[config.mk]
export PLATFORM = sky130hd
export DESIGN_NAME = pm_sci_window
export DESIGN_NICKNAME = d
export VERILOG_FILES = /design/src/rtl/pm_pkg.sv /design/src/rtl/pm_evt_ctrl.sv /design/src/rtl/pm_win_dp.sv /design/src/rtl/pm_sci_window.sv
export SDC_FILE = /design/constraint.sdc
export NUM_CORES = 1
export LEC_CHECK = 0
export BUFFER_PORTS_ARGS = -buffer_cell sky130_fd_sc_hd__buf_2
export CAP_MARGIN = 20
export CORE_AREA = 2 2 62 64
export CTS_BUF_LIST = sky130_fd_sc_hd__clkbuf_4 sky130_fd_sc_hd__clkbuf_8 sky130_fd_sc_hd__clkbuf_16
export CTS_CLUSTER_DIAMETER = 120
export CTS_CLUSTER_SIZE = 14
export DETAILED_ROUTE_END_ITERATION = 10
export DIE_AREA = 0 0 64 66
export PLACE_DENSITY = 0.78
export SLEW_MARGIN = 30
export SYNTH_ARGS = -nofsm -noshare
export SYNTH_HDL_FRONTEND = slang
export SYNTH_SLANG_ARGS = --single-unit
[constraint.sdc]
create_clock -name clk -period 1.05 [get_ports clk]
set_input_delay 0.1575 -clock clk [delete_from_list [all_inputs] [get_ports clk]]
set_output_delay 0.1575 -clock clk [all_outputs]
set_load 0.03 [all_outputs]
[src/rtl/pm_pkg.sv]
package pm_pkg;
  // event word width and fixed source positions
  localparam int EVT_W   = 16;
  localparam int TMR_BIT = 0;
  localparam int GBL_BIT = 5;
  localparam int PWR_BIT = 8;
  localparam int RTC_BIT = 10;

  // positions allowed to raise the interrupt
  localparam logic [EVT_W-1:0] SCI_SRC_MASK =
      (EVT_W'(1) << TMR_BIT) | (EVT_W'(1) << GBL_BIT) |
      (EVT_W'(1) << PWR_BIT) | (EVT_W'(1) << RTC_BIT);

  // strobes from control to datapath
  typedef struct packed {
    logic [EVT_W-1:0] setMask;
    logic [EVT_W-1:0] clrMask;
  } pmStrobe_t;
endpackage

[src/rtl/pm_evt_ctrl.sv]
module pm_evt_ctrl
  import pm_pkg::*;
(
  input  logic             clk,
  input  logic             rstN,
  input  logic [EVT_W-1:0] evtSet,
  input  logic             stsWrEn,
  input  logic [EVT_W-1:0] stsWrData,
  input  logic [EVT_W-1:0] stsQ,
  input  logic [EVT_W-1:0] evtEnable,
  output pmStrobe_t        strobe,
  output logic             sciLevel,
  output logic             tmrArm
);
  logic             sciQ;
  logic             tmrArmQ;
  logic [EVT_W-1:0] pendMask;

  // strobe generation
  always_comb begin
    strobe.setMask = evtSet;
    strobe.clrMask = stsWrEn ? stsWrData : '0;
  end

  assign pendMask = stsQ & evtEnable & SCI_SRC_MASK;

  always_ff @(posedge clk) begin
    if (!rstN) begin
      sciQ    <= 1'b0;
      tmrArmQ <= 1'b0;
    end else begin
      sciQ    <= |pendMask;
      tmrArmQ <= evtEnable[TMR_BIT] & ~stsQ[TMR_BIT];
    end
  end

  assign sciLevel = sciQ;
  assign tmrArm   = tmrArmQ;

  AST_SCI_HAS_SOURCE: assert property (@(posedge clk) disable iff (!rstN)
    sciQ |-> (|($past(stsQ) & $past(evtEnable) & SCI_SRC_MASK)));

  AST_SCI_NOT_OTHERS: assert property (@(posedge clk) disable iff (!rstN)
    ((($past(stsQ) & $past(evtEnable) & SCI_SRC_MASK) == '0) && $past(rstN)) |-> !sciQ);

  AST_TMR_ARM_NEEDS_EN: assert property (@(posedge clk) disable iff (!rstN)
    tmrArmQ |-> ($past(evtEnable[TMR_BIT]) && !$past(stsQ[TMR_BIT])));
endmodule

[src/rtl/pm_win_dp.sv]
module pm_win_dp
  import pm_pkg::*;
#(
  parameter int ADDR_W   = 16,
  parameter int WIN_LOG2 = 6,
  parameter int CFG_W    = 32,
  parameter int ENB_W    = 8
) (
  input  logic                clk,
  input  logic                rstN,
  input  logic [CFG_W-1:0]    cfgBase,
  input  logic [ENB_W-1:0]    cfgEnable,
  input  logic [ADDR_W-1:0]   ioAddr,
  input  pmStrobe_t           strobe,
  output logic                winHit,
  output logic [WIN_LOG2-1:0] winOffset,
  output logic [EVT_W-1:0]    stsQ
);
  localparam logic [ADDR_W-1:0] BASE_MASK = ~((ADDR_W'(1) << WIN_LOG2) - ADDR_W'(1));

  logic [ADDR_W-1:0] baseQ;
  logic              winEnQ;
  logic              unusedCfgBits;

  assign unusedCfgBits = ^{cfgBase[CFG_W-1:ADDR_W], cfgEnable[ENB_W-1:1]};

  // configuration capture, window closed after reset
  always_ff @(posedge clk) begin
    if (!rstN) begin
      baseQ  <= '0;
      winEnQ <= 1'b0;
    end else begin
      baseQ  <= cfgBase[ADDR_W-1:0] & BASE_MASK;
      winEnQ <= cfgEnable[0];
    end
  end

  assign winHit    = winEnQ && ((ioAddr & BASE_MASK) == baseQ);
  assign winOffset = ioAddr[WIN_LOG2-1:0];

  // sticky status, set has priority over write-one-to-clear
  for (genvar gi = 0; gi < EVT_W; gi++) begin : g_sts
    always_ff @(posedge clk) begin
      if (!rstN)                    stsQ[gi] <= 1'b0;
      else if (strobe.setMask[gi])  stsQ[gi] <= 1'b1;
      else if (strobe.clrMask[gi])  stsQ[gi] <= 1'b0;
    end
  end

  AST_HIT_NEEDS_ENABLE: assert property (@(posedge clk) disable iff (!rstN)
    winHit |-> $past(cfgEnable[0]));

  AST_STS_STICKY: assert property (@(posedge clk) disable iff (!rstN)
    1'b1 |=> (($past(stsQ) & ~$past(strobe.clrMask) & ~stsQ) == '0));

  AST_SET_WINS: assert property (@(posedge clk) disable iff (!rstN)
    1'b1 |=> (($past(strobe.setMask) & ~stsQ) == '0));

  AST_CLR_ONLY_WRITTEN: assert property (@(posedge clk) disable iff (!rstN)
    1'b1 |=> ((($past(stsQ) & ~stsQ) & ~$past(strobe.clrMask)) == '0));
endmodule

[src/rtl/pm_sci_window.sv]
module pm_sci_window
  import pm_pkg::*;
(
  input  logic        clk,
  input  logic        rstN,
  input  logic [31:0] cfgBase,
  input  logic [7:0]  cfgEnable,
  input  logic [15:0] evtEnable,
  input  logic [15:0] evtSet,
  input  logic        stsWrEn,
  input  logic [15:0] stsWrData,
  input  logic [15:0] ioAddr,
  output logic        winHit,
  output logic [5:0]  winOffset,
  output logic        sciLevel,
  output logic        tmrArm,
  output logic [15:0] evtStatus
);
  pmStrobe_t        strobe;
  logic [EVT_W-1:0] stsQ;

  pm_evt_ctrl i_ctrl (
    .clk       (clk),
    .rstN      (rstN),
    .evtSet    (evtSet),
    .stsWrEn   (stsWrEn),
    .stsWrData (stsWrData),
    .stsQ      (stsQ),
    .evtEnable (evtEnable),
    .strobe    (strobe),
    .sciLevel  (sciLevel),
    .tmrArm    (tmrArm)
  );

  pm_win_dp #(
    .ADDR_W   (16),
    .WIN_LOG2 (6),
    .CFG_W    (32),
    .ENB_W    (8)
  ) i_dp (
    .clk       (clk),
    .rstN      (rstN),
    .cfgBase   (cfgBase),
    .cfgEnable (cfgEnable),
    .ioAddr    (ioAddr),
    .strobe    (strobe),
    .winHit    (winHit),
    .winOffset (winOffset),
    .stsQ      (stsQ)
  );

  assign evtStatus = stsQ;
endmodule

After elaboration in Yosys (flattened, before gate mapping)
Index checks and enable logic that the tools add are counted.
{"block": "totals", "regBits": 35, "in_bits": 107}
{"block": "classes", "n_eq_ne": 1, "muxes": 33, "bitwise_logic": 3, "reduce_logical": 18}
{"op": "1-bit 2-to-1 mux", "count": 32}
{"op": "2-bit nonzero test", "count": 16}
{"op": "16-bit == test", "count": 1}
{"op": "16-bit 2-to-1 mux", "count": 1}
{"op": "11-bit AND", "count": 1}
{"op": "4-bit OR reduction", "count": 1}
{"op": "1-bit AND", "count": 1}
{"op": "1-bit logical AND", "count": 1}
{"op": "1-bit inverter", "count": 1}

Longest topological paths before layout
Gate-level depths: netlist (run 1).
{"block": "logic_depth", "word_depth": 3, "depth_mapped": 5, "mapped_depth_nobuf": 3}

By module
From an unflattened synthesis (run 1), not the netlist that was laid out.
{"block": "hier_totals", "cells_unflattened": 131, "hier_area_um2": 1343.8}
{"mod": "pm_win_dp", "instances": 1, "cells_per_inst": 92, "area_per_inst_um2": 1026.0, "seq_area_each_um2": 540.5}
{"mod": "pm_evt_ctrl", "instances": 1, "cells_per_inst": 39, "area_per_inst_um2": 317.8, "seq_area_each_um2": 40.0}

Worst setup path before layout (run 1)
Ideal clock, no wire load.
{"block": "synth_path", "path_type": "reg2out", "start": "register i_dp.baseQ[9]", "end": "output winHit", "t_arrival_ns": 1.221, "required_ns": 0.892, "path_slack_ns": -0.328, "stages_incl_launch_ff": 4, "n_path_buf": 0, "cell_sequence": "dfxtp_1 xnor2_1 nand4_1 nor3_1"}
{"block": "synth_between", "elab_chain_len": 2}
{"item": "start: declaration", "line": "pm_win_dp.sv:21", "source": "logic [ADDR_W-1:0] baseQ;"}
{"item": "start signal: assignment", "line": "pm_win_dp.sv:33", "source": "baseQ <= cfgBase[ADDR_W-1:0] & BASE_MASK;"}
{"item": "16-bit == test", "line": "pm_win_dp.sv:38", "source": "assign winHit = winEnQ && ((ioAddr & BASE_MASK) == baseQ);"}
{"item": "1-bit logical AND", "line": "pm_win_dp.sv:38"}
{"item": "end: declaration", "line": "pm_sci_window.sv:13", "source": "output logic winHit,"}
No other way between the ends.

Worst setup path after layout (run 1)
{"block": "layout_path", "start": "register i_dp.baseQ[8]", "end": "output winHit"}
The elaborated chain is that of the path after synthesis.

==> results of run 1 <==
state kept, by name (all words and copies together) (netlist names):
signal and cells:
i_dp.stsQ 16, i_dp.winEnQ 1, i_dp.baseQ 10, i_ctrl.sciLevel 1, i_ctrl.tmrArm 1
kinds of logic (layout without fill, tap and decap cells):
| family | Yosys count | in the layout |
|---|---|---|
| AOI/OAI and AO/OA | 19 | 19 |
| DFF | 29 | 29 |
| xor gates and xnor gates | 10 | 10 |
| and+or+nand+nor | 49 | 49 |
| buffers and inverters | 11 | 88 |
power groups by stage:
stage / sequential (mW) / clock (mW) / combinational, mW
final: 1.21 / 0.642 / 0.442
after global routing: 1.22 / 0.761 / 0.484
after CTS: 1.21 / 0.687 / 0.422
after detailed placement: 1.23 / 0 / 0.409
after global placement: 1.23 / 0 / 0.399
after floorplan: 1.33 / 0 / 0.191
what timing repair did:
action | 4_1_cts | 5_1_grt
setup buffers | 0 | 2
endpoints found under the hold margin | 0 | 0
resized for setup | 12 | 25
setup endpoints to repair | 5 | 15
pin swaps | 6 | 3
path summary, 6_finish.rpt:
check	from	end	slack, ns	depth (start not counted)
worst max-delay path	i_dp.baseQ[8]	winHit	-0.40	4
worst min-delay path	cfgBase[8]	i_dp.baseQ[8]	0.04	2
worst max register to register	i_dp.stsQ[10]	i_ctrl.sciLevel	0.22	3
worst min register to register	i_dp.stsQ[0]	i_ctrl.tmrArm	0.45	1
routing by layer:
metal  vias to the layer above  GRT usage (%)  wire length, um
li1                        524              -                -
met1                       434           13.4             1040
met2                        51           20.7             1140
met3                         6           5.79              246
met4                         0           6.52               38
met5                         -              0                0
final cells by class:
class                   instances  share of cell area [%]
well taps                      48                    3.67
clock buffers                   6                    2.75
repair buffers                 80                    27.7
flip-flops and latches         29                    36.1
clock inverters                 2                   0.611
multi-input cells              78                    29.2
synthesized netlist by cell type:
| master | n |
|---|---|
| nor2_1 | 1 |
| buf_6 | 1 |
| dfxtp_1 | 29 |
| nand3_1 | 1 |
| a21boi_0 | 1 |
| xnor2_1 | 10 |
| clkbuf_1 | 1 |
| nand2_1 | 16 |
| nand2_2 | 1 |
| a22oi_1 | 2 |
| buf_12 | 1 |
| buf_2 | 1 |
| and2_1 | 11 |
| nand4_1 | 2 |
| a21oi_1 | 16 |
| buf_4 | 7 |
| nor2b_1 | 16 |
| nor3_1 | 1 |
per-stage QoR:
stage          setup TNS (ns)  power (mW)  cells  util, %  hold slack (ns)
2_1_floorplan         -0.0119        1.52    118        -            0.271
3_3_place_gp          -0.0977        1.63    233     42.1            0.315
3_5_place_dp           -0.132        1.64    233     42.1            0.315
4_1_cts                -0.439        2.32    241     44.6           0.0253
5_1_grt                -0.473        2.47    243     46.1           0.0142
6_report               -0.404        2.30    243     46.1           0.0416
==> results.toml, run 1 <==
[run_status]
status = "finished, violations left"
failed_checks = "setup timing"

[setup_path]
start_kind = "register"
cp_top_family = "simple AND/OR/NAND/NOR gates"
slowest_stage = "dfxtp_2"
cp_cell_sequence = "xnor2_2 > nand4_1 > nor3_4 > buf_6"
critPathRequiredTime_ns = 0.89
critPathCaptureType = "output port"
cp_max_fo = 1
crit_buf_inv = 1
arrival_ns = 1.30
crit_type = "register to output port"
cpPeakStageDelay_ns = 0.34

[logic_synthesis]
yosys_warnings = 0
ys_types = 18
syn-cell-area_um2 = 1120
synthAdderAreaFrac_pct = 0
synth_top_area_share_pct = 51.6
synth-simple-area-share_pct = 23.2
synth_fp_nets = 225
ys_seq_area_share_pct = 51.6
synthMuxAreaShare_pct = 0
syn_inst = 118
synth_xor_xnor_area_share_pct = 7.79
synth-compound-area-share_pct = 9.12
ys_seq_elements = 29
synth_area_per_cell_um2 = 9.53
ys_top_cells_by_area = "dfxtp_1 (52%), nor2b_1 (8.9%), xnor2_1 (7.8%)"
synth_top_family_by_area = "simple AND/OR/NAND/NOR gates"
synth_largest_area_cell = "dfxtp_1"

[grt]
grt_overflow = 0
grt_pass1_vias = 933
grt_max_degree = 30
antenna_found_initial = 0
grt_pass1_wl_um = 3950
grt_usage_pct = 12.6

[power]
sequentialPowerShare_pct = 52.8
clkPwrFrac_pct = 28.0
powerDensity_nw_per_um2 = 1400
switching_share_pct = 27.0
peakVddDrop_mv = 0.591
p_comb_share_pct = 19.2
p_int_mw = 1.67
power_switching_mw = 0.621
p_leak_nw = 0.800

[final_layout]
multi_input_comb_area_um2 = 478
drive_above_1_share_pct = 50.8
register_area_um2 = 592
layout_common_cells = "buf_2 (62), dfxtp_1 (22), nand2_1 (16), a21oi_1 (16), nor2b_1 (16)"
nets = 301
final_common_cell = "buf_2"
final_cell_area_um2 = 1640
fillers = 348
area_delta_synth_final_pct = 45.6
n_antenna_cell = 0

[clocking]
clk_path_buf_depth = 2
cts_sinks = 29
cts_tree = "yes"
path_clk_slew_ns = 0.09
insertion_delay_ns = 0.32
postCtsHoldBufs = 0
clock-root-buffer = "clkbuf_4"
cts_made_buffers = 5
htree_levels = 2

[timing]
clock.fmax_ghz = 0.688
slew_headroom_pct = 74.5
timing_worst_slew_pin_value_ns = 0.383
finalWorstSetupSlack_ns = -0.404
setup_violations = 1
min_period_ns = 1.45
rsz0062_at_grt = "true"
clock_skew_ns = 0.00144
min_period_over_period_pct = 138
finalMaxSlewViolations = 0
hold_violations = 0

[placement]
detailed_place.area_um2 = 1490
hpwl_um = 1820
place_congestion = 0.674
port_buffers = 78
place_ws_ns = -0.132

[run]
maxCapViolCount = 0

[route]
drc = 0
drt.antenna.violating_nets = 0
drt_iter0_drc = 10
via_count = 1015
wl_per_cell_um = 10.2
viasPerCell = 4.18
dr.pass1.iters = 2
finalWirelength_um = 2470

[floorplan]
rows = 22
io_pins = 132
die_x_um = 64
start_util_pct = 31.7
die_y_um = 66
fp.coreArea_um2 = 3550
die-area_um2 = 4220

[hold_path]
hold_path.class = "input pin to register"
Power figures use the tool's default switching activity.
==> run 2, diff against run 1 <==
--- a/config.mk
+++ b/config.mk
@@ -7,12 +7,12 @@
 export LEC_CHECK = 0
 export BUFFER_PORTS_ARGS = -buffer_cell sky130_fd_sc_hd__buf_2
 export CAP_MARGIN = 20
-export CORE_AREA = 2 2 62 64
+export CORE_AREA = 2 2 56 71
 export CTS_BUF_LIST = sky130_fd_sc_hd__clkbuf_4 sky130_fd_sc_hd__clkbuf_8 sky130_fd_sc_hd__clkbuf_16
 export CTS_CLUSTER_DIAMETER = 120
 export CTS_CLUSTER_SIZE = 14
 export DETAILED_ROUTE_END_ITERATION = 10
-export DIE_AREA = 0 0 64 66
+export DIE_AREA = 0 0 58 73
 export PLACE_DENSITY = 0.78
 export SLEW_MARGIN = 30
 export SYNTH_ARGS = -nofsm -noshare
==> run 2 against run 1 <==
Compared with the run above:
- the flow still finishes with violations (setup timing)
- count of clock-buffer cells in the layout rose by 1
- register-to-register slack improved by 0.12 ns
- global-route usage shrank 0.16 points
- routed wire length fell by 2.9%
- critical path type unchanged
==> results.toml, run 2 (synthesis results as in run 1) <==
[route]
drt.antenna.violating_nets = 0
dr.pass1.iters = 2
drt_iter0_drc = 12
viasPerCell = 4.48
via_count = 1039
wl_per_cell_um = 10.3
finalWirelength_um = 2400
drc = 0

[grt]
grt_pass1_wl_um = 3910
grt_usage_pct = 12.4
grt_overflow = 0
grt_pass1_vias = 997
antenna_found_initial = 0
grt_max_degree = 30

[timing]
timing_worst_slew_pin_value_ns = 0.375
slew_headroom_pct = 75.0
fin_hold_ws_ns = 0.0888
min_period_over_period_pct = 131
finalMaxSlewViolations = 0
clock.fmax_ghz = 0.729
clock_skew_ns = 0.00612
min_period_ns = 1.37
hold_violations = 0
setup_violations = 1
finalWorstSetupSlack_ns = -0.321
rsz0062_at_grt = "true"

[final_layout]
top_register = "i_dp.stsQ"
final_common_cell = "buf_2"
largestRegisters = "i_dp.stsQ x16, i_dp.baseQ x10"
nets = 299
drive_above_1_share_pct = 47.4
area_delta_synth_final_pct = 41.9
n_antenna_cell = 0
largest_register_ffs = 16
stdcell_count = 232
layout_common_cells = "buf_2 (75), dfxtp_1 (26), nand2_1 (16), a21oi_1 (16), nor2b_1 (16)"

[run_status]
status = "finished, violations left"
failed_checks = "setup timing"

[setup_path]
slowest_stage = "dfxtp_2"
critPathCaptureType = "output port"
critPathRequiredTime_ns = 0.89
cpPeakStageDelay_ns = 0.32
cp_max_fo = 1
cp_cell_sequence = "xnor2_2 > nand4_1 > nor3_4 > buf_6"
start_kind = "register"
crit_type = "register to output port"
arrival_ns = 1.21

[power]
peakVddDrop_mv = 0.832
finalPower_mw = 2.53
sequentialPowerShare_pct = 48.0
clkPwrFrac_pct = 36.0
power_switching_mw = 0.617
powerDensity_nw_per_um2 = 1580
p_int_mw = 1.91
p_leak_nw = 0.789
p_comb_share_pct = 16.1
switching_share_pct = 24.4

[clocking]
cts_tree = "yes"
cts_sinks = 29
insertion_delay_ns = 0.27
cts_made_buffers = 5
clk_path_buf_depth = 2
clock-root-buffer = "clkbuf_8"
path_clk_slew_ns = 0.05
htree_levels = 2
postCtsHoldBufs = 0

[placement]
dp_cells = 225
port_buffers = 78
place_ws_ns = -0.139
hpwl_um = 1870
place_congestion = 0.637

[floorplan]
io_pins = 132
fp.coreArea_um2 = 3630
die_y_um = 73
die_x_um = 58
die-area_um2 = 4230
rows = 25
start_util_pct = 31.0

[run]
maxCapViolCount = 0

[hold_path]
hold_path.class = "input pin to register"
[run 2: cell count changes in the layout (fill, tap and decap cells not counted)]
cell / before / now
buf_6: 2 / 1
buf_4: 14 / 2
xnor2_2: 2 / 1
dfxtp_4: 1 / 0
dfxtp_2: 6 / 3
clkinv_2: 2 / 0
clkbuf_4: 8 / 1
buf_2: 62 / 75
clkbuf_8: 0 / 6
xnor2_1: 8 / 9
dfxtp_1: 22 / 26
[run 2: power groups by stage]
| stage | Sequential (mW) | Combinational [mW] | Clock [mW] |
|---|---|---|---|
| 6_report | 1.21 | 0.406 | 0.909 |
| 5_1_grt | 1.22 | 0.451 | 1.01 |
| 4_1_cts | 1.21 | 0.413 | 0.950 |
| 3_5_place_dp | 1.23 | 0.406 | 0 |
| 3_3_place_gp | 1.23 | 0.399 | 0 |
| 2_1_floorplan | 1.33 | 0.191 | 0 |
[run 2: final cells by class]
class	instances	area, um2
multi-input combinational	78	470
timing repair buffer	78	402
clock buffer	7	90.1
tap	40	50.0
sequential	29	584
fill	389	2030
[run 2: critical path, delay by kind of cell, from the launching register on]
kind,cells,cell delay (ns)
XOR/XNOR,1,0.12
AND/OR/NAND/NOR,2,0.36
buffers and inverters,1,0.15
flip-flops,1,0.32
[run 2: worst paths after layout]
kind / start / endpoint / slack, ns / cells past startpoint
min reg2reg: i_dp.stsQ[0] / i_ctrl.tmrArm / 0.48 / 1
max reg2reg: i_dp.stsQ[8] / i_ctrl.sciLevel / 0.34 / 2
min: cfgBase[11] / i_dp.baseQ[11] / 0.09 / 2
max: i_dp.baseQ[8] / winHit / -0.32 / 4
[run 2: routing by layer]
metal  GRT usage (%)  vias to the layer above  part of all wire (%)
met4            6.98                        0                   1.9
met3            5.67                        7                    11
met1            11.2                      465                    34
met5               0                        -                     0
met2            22.5                       50                    53
li1                -                      517                     -
[run 2: repair_timing]
item | CTS | global route
endpoints found under the setup margin | 3 | 2
setup buffers | 0 | 0
pin swaps | 8 | 1
resized for setup | 7 | 1
endpoints found under the hold margin | 0 | 0
[run 2: metrics by stage]
stage	setup TNS, ns	area (um2)	utilization, %
detailed placement	-0.139	1480	40.9
CTS	-0.349	1600	44.0
global placement	-0.122	1480	40.9
floorplan	-0.0119	1140	-
global route	-0.392	1600	44.0
finish	-0.321	1600	44.0
==> run 3, diff against run 2 <==
--- a/config.mk
+++ b/config.mk
@@ -7,14 +7,14 @@
 export LEC_CHECK = 0
 export BUFFER_PORTS_ARGS = -buffer_cell sky130_fd_sc_hd__buf_2
 export CAP_MARGIN = 20
-export CORE_AREA = 2 2 56 71
+export CORE_AREA = 3 3 57 72
 export CTS_BUF_LIST = sky130_fd_sc_hd__clkbuf_4 sky130_fd_sc_hd__clkbuf_8 sky130_fd_sc_hd__clkbuf_16
 export CTS_CLUSTER_DIAMETER = 120
 export CTS_CLUSTER_SIZE = 14
 export DETAILED_ROUTE_END_ITERATION = 10
-export DIE_AREA = 0 0 58 73
+export DIE_AREA = 0 0 60 75
 export PLACE_DENSITY = 0.78
-export SLEW_MARGIN = 30
+export SLEW_MARGIN = 20
 export SYNTH_ARGS = -nofsm -noshare
 export SYNTH_HDL_FRONTEND = slang
 export SYNTH_SLANG_ARGS = --single-unit
==> run 3 against run 2 <==
Compared with the run above:
- the flow still finishes with violations (setup timing)
- setup slack got worse by 0.0039 ns
- cell area shrank 0.63%
- worst hold slack lost 0.0014 ns
- via count shrank 1.6%
- first-iteration DRC count increased by 25%
- routed wire length grew 6.0%
- sequential cell count stayed put
- final cell count stayed put
- total power is 0.14% higher
- register-to-register slack got worse by 0.04 ns
- critical path type unchanged
==> results.toml, run 3 (synthesis results as in run 1) <==
[run_status]
status = "finished, violations left"
failed_checks = "setup timing"

[hold_path]
hold_end = "i_dp.baseQ[11]"
hp-start = "cfgBase[11]"
hold_path.class = "input pin to register"
min_path_cells = 2

[final_layout]
n_antenna_cell = 0
register_area_um2 = 582
layout_common_cells = "buf_2 (75), dfxtp_1 (28), nand2_1 (16), a21oi_1 (16), nor2b_1 (16)"
top_register = "i_dp.stsQ"
fillers = 360
multi_input_comb_area_um2 = 463
largestRegisters = "i_dp.stsQ x16, i_dp.baseQ x10"
area_delta_synth_final_pct = 41.0
drive_above_1_share_pct = 46.1
largest_register_ffs = 16
nets = 299
stdcell_count = 232
final_common_cell = "buf_2"

[setup_path]
arrival_ns = 1.22
start_kind = "register"
crit_type = "register to output port"
cp_cell_sequence = "xnor2_1 > nand4_1 > nor3_4 > buf_6"
cp_top_family = "simple AND/OR/NAND/NOR gates"
critPathCaptureType = "output port"
ff2ff_setup_slack_ns = 0.30
crit_buf_inv = 1
r2r-end = "i_ctrl.sciLevel"
reg2reg_from = "i_dp.stsQ[10]"
cpPeakStageDelay_ns = 0.31
reg2reg_depth = 2
cp_max_fo = 1
critPathRequiredTime_ns = 0.89
slowest_stage = "dfxtp_1"

[timing]
min_period_ns = 1.38
clock_skew_ns = 0.00219
hold_violations = 0
setup_violations = 1
min_period_over_period_pct = 131
fin_hold_ws_ns = 0.0873
finalMaxSlewViolations = 0
slew_headroom_pct = 74.4
timing_worst_slew_pin_value_ns = 0.384
rsz0062_at_grt = "true"
finalWorstSetupSlack_ns = -0.325
clock.fmax_ghz = 0.727

[floorplan]
start_util_pct = 32.3
io_pins = 132
rows = 24
fp.coreArea_um2 = 3480
die_x_um = 60
die_y_um = 75
die-area_um2 = 4500

[clocking]
insertion_delay_ns = 0.27
path_clk_slew_ns = 0.06
clock-root-buffer = "clkbuf_8"
htree_levels = 2
postCtsHoldBufs = 0
clk_path_buf_depth = 2
postCtsSetupBuffers = 0
cts_made_buffers = 5
cts_tree = "yes"
cts_sinks = 29

[placement]
dp_cells = 224
place_congestion = 0.689
port_buffers = 78

[grt]
grt_max_degree = 30
grt_usage_pct = 11.7
grt_overflow = 0
grt_pass1_wl_um = 3900
grt_pass1_vias = 946
antenna_found_initial = 0

[route]
wl_per_cell_um = 11.0
viasPerCell = 4.41
via_count = 1022
dr.pass1.iters = 3
drt_iter0_drc = 15
drt.antenna.violating_nets = 0
finalWirelength_um = 2540
drc = 0

[power]
finalPower_mw = 2.53
peakVddDrop_mv = 0.925
p_leak_nw = 0.786
powerDensity_nw_per_um2 = 1600

[run]
maxCapViolCount = 0
[run 3: cell types whose count changed in the layout (fill, tap and decap cells not counted)]
cell | previous run | this run
xnor2_1 | 9 | 10
clkbuf_4 | 1 | 3
dfxtp_1 | 26 | 28
dfxtp_2 | 3 | 1
clkbuf_8 | 6 | 5
xnor2_2 | 1 | 0
[run 3: stage by stage]
| step | cell area (um2) | worst slack, ns | setup TNS, ns | utilization [%] |
|---|---|---|---|---|
| floorplan | 1140 | -0.0119 | -0.0119 | - |
| global placement | 1480 | -0.0923 | -0.0923 | 42.6 |
| detailed placement | 1480 | -0.118 | -0.118 | 42.6 |
| CTS | 1580 | -0.350 | -0.350 | 45.4 |
| global route | 1590 | -0.433 | -0.433 | 45.5 |
| finish | 1590 | -0.325 | -0.325 | 45.5 |
[run 3: layout make-up]
class | count | area share [%]
Clock buffer | 8 | 5.76
Tap cell | 39 | 3.08
Multi-Input combinational cell | 78 | 29.2
Sequential cell | 29 | 36.7
Timing Repair Buffer | 78 | 25.3
[run 3: how the worst max path moves through the flow]
stage | from | end | slack, ns | cells past startpoint
global placement | i_dp.baseQ[7] | winHit | -0.09 | 4
global route | i_dp.baseQ[6] | winHit | -0.43 | 4
floorplan | i_dp.baseQ[7] | winHit | -0.01 | 3
finish | i_dp.baseQ[13] | winHit | -0.33 | 4
detailed placement | i_dp.baseQ[7] | winHit | -0.12 | 4
CTS | i_dp.baseQ[6] | winHit | -0.35 | 4
[run 3: power by group]
group          internal [mW]  switching (mW)  total, mW
sequential              1.17          0.0343       1.21
combinational          0.190           0.216      0.406
clock                  0.546           0.370      0.917
total                   1.91           0.621       2.53
[run 3: repair_timing]
action	in CTS	in global routing
pin swaps	4	0
setup endpoints to repair	2	3
gates resized for setup	3	3
[run 3: metal layers]
layer | track usage, % | vias to the layer above | share of wire (%)
met2 | 19.4 | 54 | 50
met5 | 0 | - | 0
met3 | 6.35 | 7 | 12
met4 | 4.68 | 0 | 1.8
met1 | 12.3 | 442 | 36
li1 | - | 519 | -
